[src/rtl/sampbus_pkg.sv]
package sampbus_pkg;
  typedef enum logic [1:0] {RD_NONE, RD_MEM, RD_STAT, RD_ZERO} rdKind_e;

  typedef struct packed {
    logic    start;
    logic    stop;
    logic    clrEoc;
    logic    modeLoad;
    logic    modeVal;
    rdKind_e rdKind;
    logic    rdHigh;
    logic    rdWide;
  } ctrlCmd_t;
endpackage

[src/rtl/sampbus_ctrl.sv]
module sampbus_ctrl
  import sampbus_pkg::*;
#(
  parameter int OFFS_W    = 16,
  parameter int SAMPLE_AW = 11,
  parameter logic [15:0] CTRL_BASE = 16'h8000
) (
  input  logic                 clk,
  input  logic                 rstN,
  input  logic                 busSel,
  input  logic                 busWrite,
  input  logic                 busWide,
  input  logic [OFFS_W-1:0]    busOffset,
  input  logic                 busWbit0,
  output ctrlCmd_t             cmd,
  output logic                 memRden,
  output logic [SAMPLE_AW-1:0] memAddr
);
  localparam int DATA_TOP = SAMPLE_AW + 2;

  logic dataHit, regWordHit, statHit, readReq, writeReq;
  logic [1:0] regIdx;
  ctrlCmd_t cmdNext;

  assign dataHit    = (busOffset[OFFS_W-1:DATA_TOP] == '0);
  assign regWordHit = (busOffset[OFFS_W-1:4] == CTRL_BASE[OFFS_W-1:4]) &&
                      (busOffset[1:0] == 2'b00);
  assign statHit    = (busOffset[OFFS_W-1:2] == CTRL_BASE[OFFS_W-1:2]);
  assign regIdx     = busOffset[3:2];
  assign readReq    = busSel && !busWrite;
  assign writeReq   = busSel && busWrite;

  assign memRden = readReq && dataHit;
  assign memAddr = busOffset[DATA_TOP-1:2];

  always_comb begin
    cmdNext = '0;
    if (writeReq && regWordHit) begin
      unique case (regIdx)
        2'd0: cmdNext.start = busWbit0;
        2'd1: cmdNext.stop = 1'b1;
        2'd2: cmdNext.clrEoc = 1'b1;
        default: begin
          cmdNext.modeLoad = 1'b1;
          cmdNext.modeVal  = busWbit0;
        end
      endcase
    end
    if (readReq) begin
      cmdNext.rdHigh = busOffset[1];
      cmdNext.rdWide = busWide;
      if (dataHit)      cmdNext.rdKind = RD_MEM;
      else if (statHit) cmdNext.rdKind = RD_STAT;
      else              cmdNext.rdKind = RD_ZERO;
    end
  end

  always_ff @(posedge clk) begin
    if (!rstN) cmd <= '0;
    else       cmd <= cmdNext;
  end

  assert_start_needs_bit0_R5: assert property (@(posedge clk) disable iff (!rstN)
    cmd.start |-> $past(busSel && busWrite && busWbit0));
  assert_read_answered_R2: assert property (@(posedge clk) disable iff (!rstN)
    (busSel && !busWrite) |=> (cmd.rdKind != RD_NONE));
  assert_strobe_single_R9: assert property (@(posedge clk) disable iff (!rstN)
    $onehot0({cmd.start, cmd.stop, cmd.clrEoc, cmd.modeLoad}));
endmodule

[src/rtl/sampbus_dp.sv]
module sampbus_dp
  import sampbus_pkg::*;
#(
  parameter int DATA_W = 32,
  parameter int CNT_W  = 10
) (
  input  logic              clk,
  input  logic              rstN,
  input  ctrlCmd_t          cmd,
  input  logic [DATA_W-1:0] memRdata,
  input  logic [CNT_W-1:0]  addrCount,
  input  logic              eocFlag,
  input  logic              runFlag,
  output logic [DATA_W-1:0] busRdata,
  output logic              busRvalid,
  output logic              startPulse,
  output logic              stopPulse,
  output logic              clrEocPulse,
  output logic              autoStopMode
);
  localparam int HALF_W = DATA_W / 2;

  logic [HALF_W-1:0] statusQ;
  logic [DATA_W-1:0] word;
  logic [HALF_W-1:0] halfSel;

  always_ff @(posedge clk) begin
    if (!rstN) begin
      statusQ      <= '0;
      autoStopMode <= 1'b0;
    end else begin
      statusQ <= '0;
      statusQ[HALF_W-1] <= runFlag;
      statusQ[HALF_W-2] <= eocFlag;
      statusQ[CNT_W-1:0] <= addrCount;
      if (cmd.modeLoad) autoStopMode <= cmd.modeVal;
    end
  end

  always_comb begin
    unique case (cmd.rdKind)
      RD_MEM:  word = memRdata;
      RD_STAT: word = {{(DATA_W-HALF_W){1'b0}}, statusQ};
      default: word = '0;
    endcase
  end

  assign halfSel  = cmd.rdHigh ? word[DATA_W-1:HALF_W] : word[HALF_W-1:0];
  assign busRdata = cmd.rdWide ? word : {{(DATA_W-HALF_W){1'b0}}, halfSel};
  assign busRvalid   = (cmd.rdKind != RD_NONE);
  assign startPulse  = cmd.start;
  assign stopPulse   = cmd.stop;
  assign clrEocPulse = cmd.clrEoc;

  assert_mode_hold_R8: assert property (@(posedge clk) disable iff (!rstN)
    !cmd.modeLoad |=> $stable(autoStopMode));
  assert_unmapped_zero_R9: assert property (@(posedge clk) disable iff (!rstN)
    (cmd.rdKind == RD_ZERO) |-> (busRdata == '0));
  assert_narrow_upper_zero_R3: assert property (@(posedge clk) disable iff (!rstN)
    (busRvalid && !cmd.rdWide) |-> (busRdata[DATA_W-1:HALF_W] == '0));
endmodule

[src/rtl/sampbus_regport.sv]
module sampbus_regport
  import sampbus_pkg::*;
#(
  parameter int OFFS_W    = 16,
  parameter int SAMPLE_AW = 11,
  parameter int DATA_W    = 32,
  parameter int CNT_W     = 10
) (
  input  logic                 clk,
  input  logic                 rstN,
  input  logic                 busSel,
  input  logic                 busWrite,
  input  logic                 busWide,
  input  logic [OFFS_W-1:0]    busOffset,
  input  logic [DATA_W-1:0]    busWdata,
  output logic [DATA_W-1:0]    busRdata,
  output logic                 busRvalid,
  output logic                 memRden,
  output logic [SAMPLE_AW-1:0] memAddr,
  input  logic [DATA_W-1:0]    memRdata,
  input  logic [CNT_W-1:0]     addrCount,
  input  logic                 eocFlag,
  input  logic                 runFlag,
  output logic                 startPulse,
  output logic                 stopPulse,
  output logic                 clrEocPulse,
  output logic                 autoStopMode
);
  ctrlCmd_t cmd;

  sampbus_ctrl #(.OFFS_W(OFFS_W), .SAMPLE_AW(SAMPLE_AW)) u_ctrl (
    .clk(clk), .rstN(rstN), .busSel(busSel), .busWrite(busWrite),
    .busWide(busWide), .busOffset(busOffset), .busWbit0(busWdata[0]),
    .cmd(cmd), .memRden(memRden), .memAddr(memAddr)
  );

  sampbus_dp #(.DATA_W(DATA_W), .CNT_W(CNT_W)) u_dp (
    .clk(clk), .rstN(rstN), .cmd(cmd), .memRdata(memRdata),
    .addrCount(addrCount), .eocFlag(eocFlag), .runFlag(runFlag),
    .busRdata(busRdata), .busRvalid(busRvalid), .startPulse(startPulse),
    .stopPulse(stopPulse), .clrEocPulse(clrEocPulse),
    .autoStopMode(autoStopMode)
  );

  assert_valid_follows_read_R2: assert property (@(posedge clk) disable iff (!rstN)
    (busSel && !busWrite) |=> busRvalid);
  assert_no_read_strobe_R10: assert property (@(posedge clk) disable iff (!rstN)
    (busSel && !busWrite) |=> !(startPulse || stopPulse || clrEocPulse));
endmodule

[config.mk]
export PLATFORM = sky130hd
export DESIGN_NAME = sampbus_regport
export DESIGN_NICKNAME = d
export VERILOG_FILES = /design/src/rtl/sampbus_pkg.sv /design/src/rtl/sampbus_ctrl.sv /design/src/rtl/sampbus_dp.sv /design/src/rtl/sampbus_regport.sv
export SDC_FILE = /design/constraint.sdc
export NUM_CORES = 1
export LEC_CHECK = 0
export ABC_AREA = 1
export BUFFER_PORTS_ARGS = -buffer_cell sky130_fd_sc_hd__clkbuf_2
export CAP_MARGIN = 0
export CORE_MARGIN = 2
export CORE_UTILIZATION = 30
export CTS_CLUSTER_SIZE = 28
export DETAILED_ROUTE_END_ITERATION = 6
export PLACE_DENSITY = 0.72
export RECOVER_POWER = 25
export SYNTH_ARGS = -nofsm -noshare
export SYNTH_HDL_FRONTEND = slang
export SYNTH_HIERARCHICAL = 1
export SYNTH_SLANG_ARGS = --single-unit
[constraint.sdc]
create_clock -name clk -period 3.35 [get_ports clk]
set_clock_uncertainty 0.2 [all_clocks]
set_input_delay 0.67 -clock clk [delete_from_list [all_inputs] [get_ports clk]]
set_output_delay 0.67 -clock clk [all_outputs]
set_load 0.05 [all_outputs]
==> summary.txt, run 1 <==
Finish
  • Nets: 444
  • # diodes: 0
  • Most frequent cells in the layout: 113 x clkbuf_2, 84 x nand2_1, 36 x nor2_1
  • Commonest non-fill, non-tap cell in the layout: clkbuf_2
  • Filler Cells Inserted: between 500 and 600
  • Area Overhead vs Synth: 36.0%
  • Share of cells above drive strength 1: 0.369

Hold path
  • Hold endpoint: u_dp/autoStopMode
  • Hold Path Class: flop to flop
  • Hold path startpoint: u_ctrl/cmd[4]
  • WHS Path Cells: 2

Synth
  • Seq cells post-synth: 22
  • Post-synthesis instance total: 246
  • Synth Warn #: 6
  • Cell variety after synth: 21
  • Sequential share of the synthesized area: 0.292
  • Syn_nets: 350
  • Mapped Avg Cell Area: ~6.1 µm²
  • Mapped Area: 1510 µm²
  • Share of the synthesized area in the top cell type: 0.292
  • Ranking of synthesized cells by area: dfxtp_1 29%, nand2_1 21%, nand3_1 9.6%, buf_4 8.9%, nor2_1 8.9%
  • Synth area leader: dfxtp_1

Setup path
  • CP max stage delay: 350 ps
  • CP arrival: 1760 ps
  • R2R cell count: 2
  • CP Capture Type: output pin
  • Most frequent cell on the critical path: nand2_1
  • CP Cell Sequence: inv_1 -> ha_1 -> buf_4 -> nand2_1 -> nand2_1 -> nand3_1 -> nand2_1 -> clkbuf_2
  • R2r endpoint: u_dp/autoStopMode
  • R2R Setup Slk: 2510 ps
  • Critical path type: flop to output pin
  • Startpoint Class: flop
  • RR Startpoint: u_dp/autoStopMode
  • Sum of buffers and inverters on the critical path: 3
  • CP Data Required Time: 2480 ps
  • Max FO, Critical Path: 44
  • Slowest stage cell, crit path: buf_4
  • Family with the most delay on the worst path: buffers and inverters

CTS
  • CTS Root Cell: clkbuf_8
  • Hold_buf cts: 0
  • Post-CTS Repair Setup Buffers: 0
  • CTS buffer count: 3
  • Clock transition at the registers of the reported paths: 70 ps
  • CTS tree: done
  • Worst-Skew Late Latency: 250 ps
  • CTS sink count: 22
  • Worst-case clock buffer depth: 2
  • CTS resizes: 0
  • H-tree Lvls: 1

Die
  • Die width: 75.0 µm
  • Vert. Die Dim: ~75 µm
  • Ports: 146
  • Placeable Area: 4790 µm²
  • Rows: 25
  • Starting density of the core: 0.316
  • Die area: 5620 µm²

Drt
  • DR WL/cell: 9.37 µm
  • Avg Vias per Cell: 4.18
  • Via count: ~1700
  • DR iter-0 viols: 30
  • Final wirelength: about 3800 µm
  • Iteration count of the initial detailed-routing pass: 4
  • Post-route ant nets: 0
  • DRC viols: 0

STA
  • Fin worst setup slack: 718 ps
  • Final Hold Violating Endpoints: 0
  • Worst Tran Pin Value: 600 ps
  • Sum Neg Setup Slack: 0 ps
  • Highest Clock Rate: 0.380 GHz
  • Slew Viols, Final: 0
  • Relative slew slack: 0.600
  • Crit share post-route: 0.786
  • RSZ-0062 raised after global routing: false
  • Final setup viols: 0
  • Final min period: between 2000 and 3000 ps

Placed design
  • Dpl hpwl: ~3200 µm
  • DP Worst Slack: 994 ps
  • Port bufs: 114
  • GP Congestion: 0.716

Pwr
  • Total power: 0.660 mW
  • Pint: 0.480 mW
  • Combinational power share: 0.226
  • Sequential share of power: 0.415
  • Psw: 0.179 mW
  • Pwr dens: approximately 320 nW/µm²
  • Leakage: 1.23 nW
  • Switching part of the total: 0.272
  • VDD IR-drop max: between 0.0002 and 0.0003 V
  • Clock power frac: 0.359

Run
  • Max_cap viols: 0

Global routing
  • Largest net degree at the start of global routing: 45
  • First-pass GRT wire length: 5510 µm
  • Vias in the first global route: 1367
  • Initial antenna violation count: 0
  • Grt total ovfl: 0
  • GRT Resource Usage Total: 0.125

Run status
  • Status: completed
[cell usage after synthesis (all sizes together)]
library cell / instances
a21oi: 2
and3: 1
nand3: 30
inv: 27
nand2: 85
o21ai: 5
and2: 1
nor3: 1
dfxtp: 22
ha: 7
nor2: 38
or2: 1
buf: 26
[per-stage QoR]
| step | hold WS [ps] | instance area, µm² | cells | util |
|---|---|---|---|---|
| after floorplan | 204 | 1510 | 246 | - |
| after global placement | 214 | 1980 | 402 | 0.415 |
| after detailed placement | 226 | 1980 | 402 | 0.415 |
| after CTS | 241 | 2060 | 406 | 0.430 |
| after global routing | 250 | 2050 | 406 | 0.429 |
| final | 231 | 2050 | 406 | 0.429 |
[power groups by stage]
stage,clock network (mW),logic (mW),registers [mW]
3_3_place_gp,0,0.149,0.280
4_1_cts,0.245,0.151,0.274
5_1_grt,0.258,0.164,0.275
3_5_place_dp,0,0.151,0.280
6_report,0.237,0.149,0.274
2_1_floorplan,0,0.102,0.279
[worst reg2reg max path: stages, from the launching register on]
cell     delay (ps)
dfxtp_1         320
o21ai_0         170
a21oi_1          50
[per-layer routing]
metal  track usage  vias up  share of wire  routed length (µm)
li1              -      918              -                   -
met1         0.137      710           0.40                1540
met2         0.247       69           0.50                1910
met3        0.0187        2          0.086                 326
met4        0.0298        0         0.0068                  26
met5             0        -              0                   0
[worst max-delay path by stage]
stage / depth (start not counted) / start / slack, ps / to
6_report: 8 / u_ctrl/cmd[3] / 720 / busRdata[4]
5_1_grt: 8 / u_ctrl/cmd[3] / 530 / busRdata[2]
4_1_cts: 8 / u_ctrl/cmd[3] / 710 / busRdata[4]
3_5_place_dp: 8 / u_ctrl/cmd[3] / 990 / busRdata[4]
3_3_place_gp: 4 / busOffset[13] / 1020 / memRden
2_1_floorplan: 6 / u_ctrl/cmd[3] / 940 / busRdata[12]
[cell families after synthesis]
group / after synthesis / synth area share
buffers and inverters: 53 / 0.191
DFF: 22 / 0.292
adders and majority gates: 7 / 0.0580
and+or+nand+nor: 157 / 0.436
AOI/OAI and AO/OA: 7 / 0.0232
[final cells by class]
class	count	area, µm²	area share
Sequential cell	22	440	0.214
Inverter	27	101	0.0493
Multi-Input combinational cell	171	781	0.380
Tap cell	67	83.8	0.0408
Timing Repair Buffer	115	577	0.281
Clock inverter	1	30.0	0.0146
Clock buffer	3	41.3	0.0201
[flip-flops by register name, indices dropped and copies added (netlist names)]
signal,cells
u_dp/statusQ,12
u_ctrl/cmd,9
u_dp/autoStopMode,1
No activity file was read; power rests on OpenSTA's default activity.
==> run 2: changes to the inputs <==
Settings changed: PLACE_DENSITY 0.72 to 0.75.
Clock period 3.35 ns to 2.3 ns, I/O delays scaled along.
==> run 2 against run 1 <==
Against the previous run: setup slack lost 650 ps; first-iteration DRC count grew 70%; via count grew 2.5%; non-clock buffer count grew 1; flip-flop and latch count is the same; utilization grew 4.0 points; worst hold slack lost 54 ps; sequential power grew 46%; clock power grew 51%; register-to-register slack lost 1100 ps; critical endpoint is now busRdata[10]; largest cell class unchanged.
==> summary.txt, run 2 (synthesis gave the netlist of run 1 again) <==
Run status
  • Status: completed

Drt
  • Final wirelength: 4220 µm
  • DR WL/cell: 10.4 µm
  • Post-route ant nets: 0
  • DR iter-0 viols: 51
  • DRC viols: 0
  • Via count: 1741
  • Iteration count of the initial detailed-routing pass: 4
  • Avg Vias per Cell: roughly 4.3

Setup path
  • CP Capture Type: output pin
  • Critical path type: flop to output pin
  • CP Data Required Time: between 1500 and 2000 ps
  • Most frequent cell on the critical path: buf_12
  • Family with the most delay on the worst path: buffers and inverters
  • CP Cell Sequence: inv_2 -> ha_4 -> buf_12 -> nand2_1 -> o21ai_1 -> buf_12
  • Max FO, Critical Path: 22
  • Sum of buffers and inverters on the critical path: 3
  • Startpoint Class: flop
  • CP max stage delay: approximately 350 ps
  • Slowest stage cell, crit path: dfxtp_1
  • CP arrival: 1570 ps

Finish
  • Share of cells above drive strength 1: 0.382
  • Top flop regs: u_dp/statusQ: 12 flops, u_ctrl/cmd: 9 flops, u_dp/autoStopMode: 1 flops
  • Reg with most FFs: u_dp/statusQ
  • Design area: 2250 µm²
  • # diodes: 0
  • Filler Cells Inserted: ~530
  • Most frequent cells in the layout: 95 x clkbuf_2, 84 x nand2_1, 36 x nor2_1
  • Area Overhead vs Synth: 48.7%
  • Nets: 445
  • Number of flip-flops in the largest register: 12
  • Commonest non-fill, non-tap cell in the layout: clkbuf_2

Die
  • Ports: 146
  • Rows: 25
  • Die area: 5620 µm²
  • Vert. Die Dim: between 70 and 80 µm
  • Starting density of the core: 0.316
  • Die width: about 75 µm
  • Placeable Area: 4790 µm²

Global routing
  • Grt total ovfl: 0
  • GRT Resource Usage Total: 0.135
  • Initial antenna violation count: 0
  • Largest net degree at the start of global routing: 45
  • First-pass GRT wire length: 5980 µm
  • Vias in the first global route: 1451

CTS
  • Worst-case clock buffer depth: 2
  • CTS tree: done
  • H-tree Lvls: 1
  • CTS Root Cell: clkbuf_8
  • CTS sink count: 22
  • Hold_buf cts: 0
  • Post-CTS Repair Setup Buffers: 0
  • Clock transition at the registers of the reported paths: around 90 ps
  • Worst-Skew Late Latency: 260 ps
  • CTS buffer count: 3

STA
  • Slew Viols, Final: 0
  • Sum Neg Setup Slack: 0 ps
  • Crit share post-route: 0.969
  • Final min period: roughly 2200 ps
  • Final setup viols: 0
  • Relative slew slack: 0.597
  • Worst Tran Pin Value: 605 ps
  • Final Hold Violating Endpoints: 0
  • Highest Clock Rate: about 0.45 GHz

Run
  • Max_cap viols: 0

Pwr
  • VDD IR-drop max: 0.000275 V
  • Pwr dens: approximately 440 nW/µm²
  • Leakage: 1.27 nW

Hold path
  • Hold Path Class: input pin to flop

Placed design
  • Placed Area: 2090 µm²
  • Port bufs: 114
  • GP Congestion: 0.679
  • Dpl hpwl: 3400 µm
## run 2: per-stage QoR
step	hold slack (ps)	worst slack, ps	utilization	instances	total power [mW]
CTS	174	18.0	0.454	406	0.993
global placement	215	265	0.436	402	0.631
floorplan	204	97.6	-	246	0.555
global route	182	-10.7	0.469	407	1.05
detailed placement	233	210	0.436	402	0.634
finish	177	71.8	0.469	407	0.993
## run 2: cell type report
cell class | instances | area, µm² | share of cell area
Tap cell | 67 | 83.8 | 0.0373
Clock inverter | 1 | 30.0 | 0.0134
Timing Repair Buffer | 116 | 731 | 0.325
Sequential cell | 22 | 440 | 0.196
Multi-Input combinational cell | 171 | 818 | 0.364
Inverter | 27 | 101 | 0.0451
Clock buffer | 3 | 41.3 | 0.0184
## run 2: final timing paths
path	start	end	slack (ps)	depth (start not counted)
max reg2reg	u_dp/autoStopMode	u_dp/autoStopMode	1420	2
max	u_ctrl/cmd[3]	busRdata[10]	70	6
min	addrCount[2]	u_dp/statusQ[2]	180	3
min reg2reg	u_ctrl/cmd[5]	u_dp/autoStopMode	250	1
## run 2: timing repair
item                                    CTS  global route
gates resized for setup                   5            28
endpoints found under the setup margin   11            25
cloned                                    0             1
## run 2: power breakdown
part / internal, mW / switching, mW
registers: 0.394 / 0.00531
logic: 0.0882 / 0.149
clock network: 0.232 / 0.124
## run 2: worst min-delay path, cell delays in order
cell and delay (ps):
clkbuf_2 70, nand2_1 40, inv_1 40
## run 2: per-layer routing
layer,wire length (µm),vias up,track usage
met2,2090,68,0.256
met1,1670,747,0.155
met5,0,-,0
met4,48,0,0.0298
li1,-,922,-
met3,409,4,0.0281
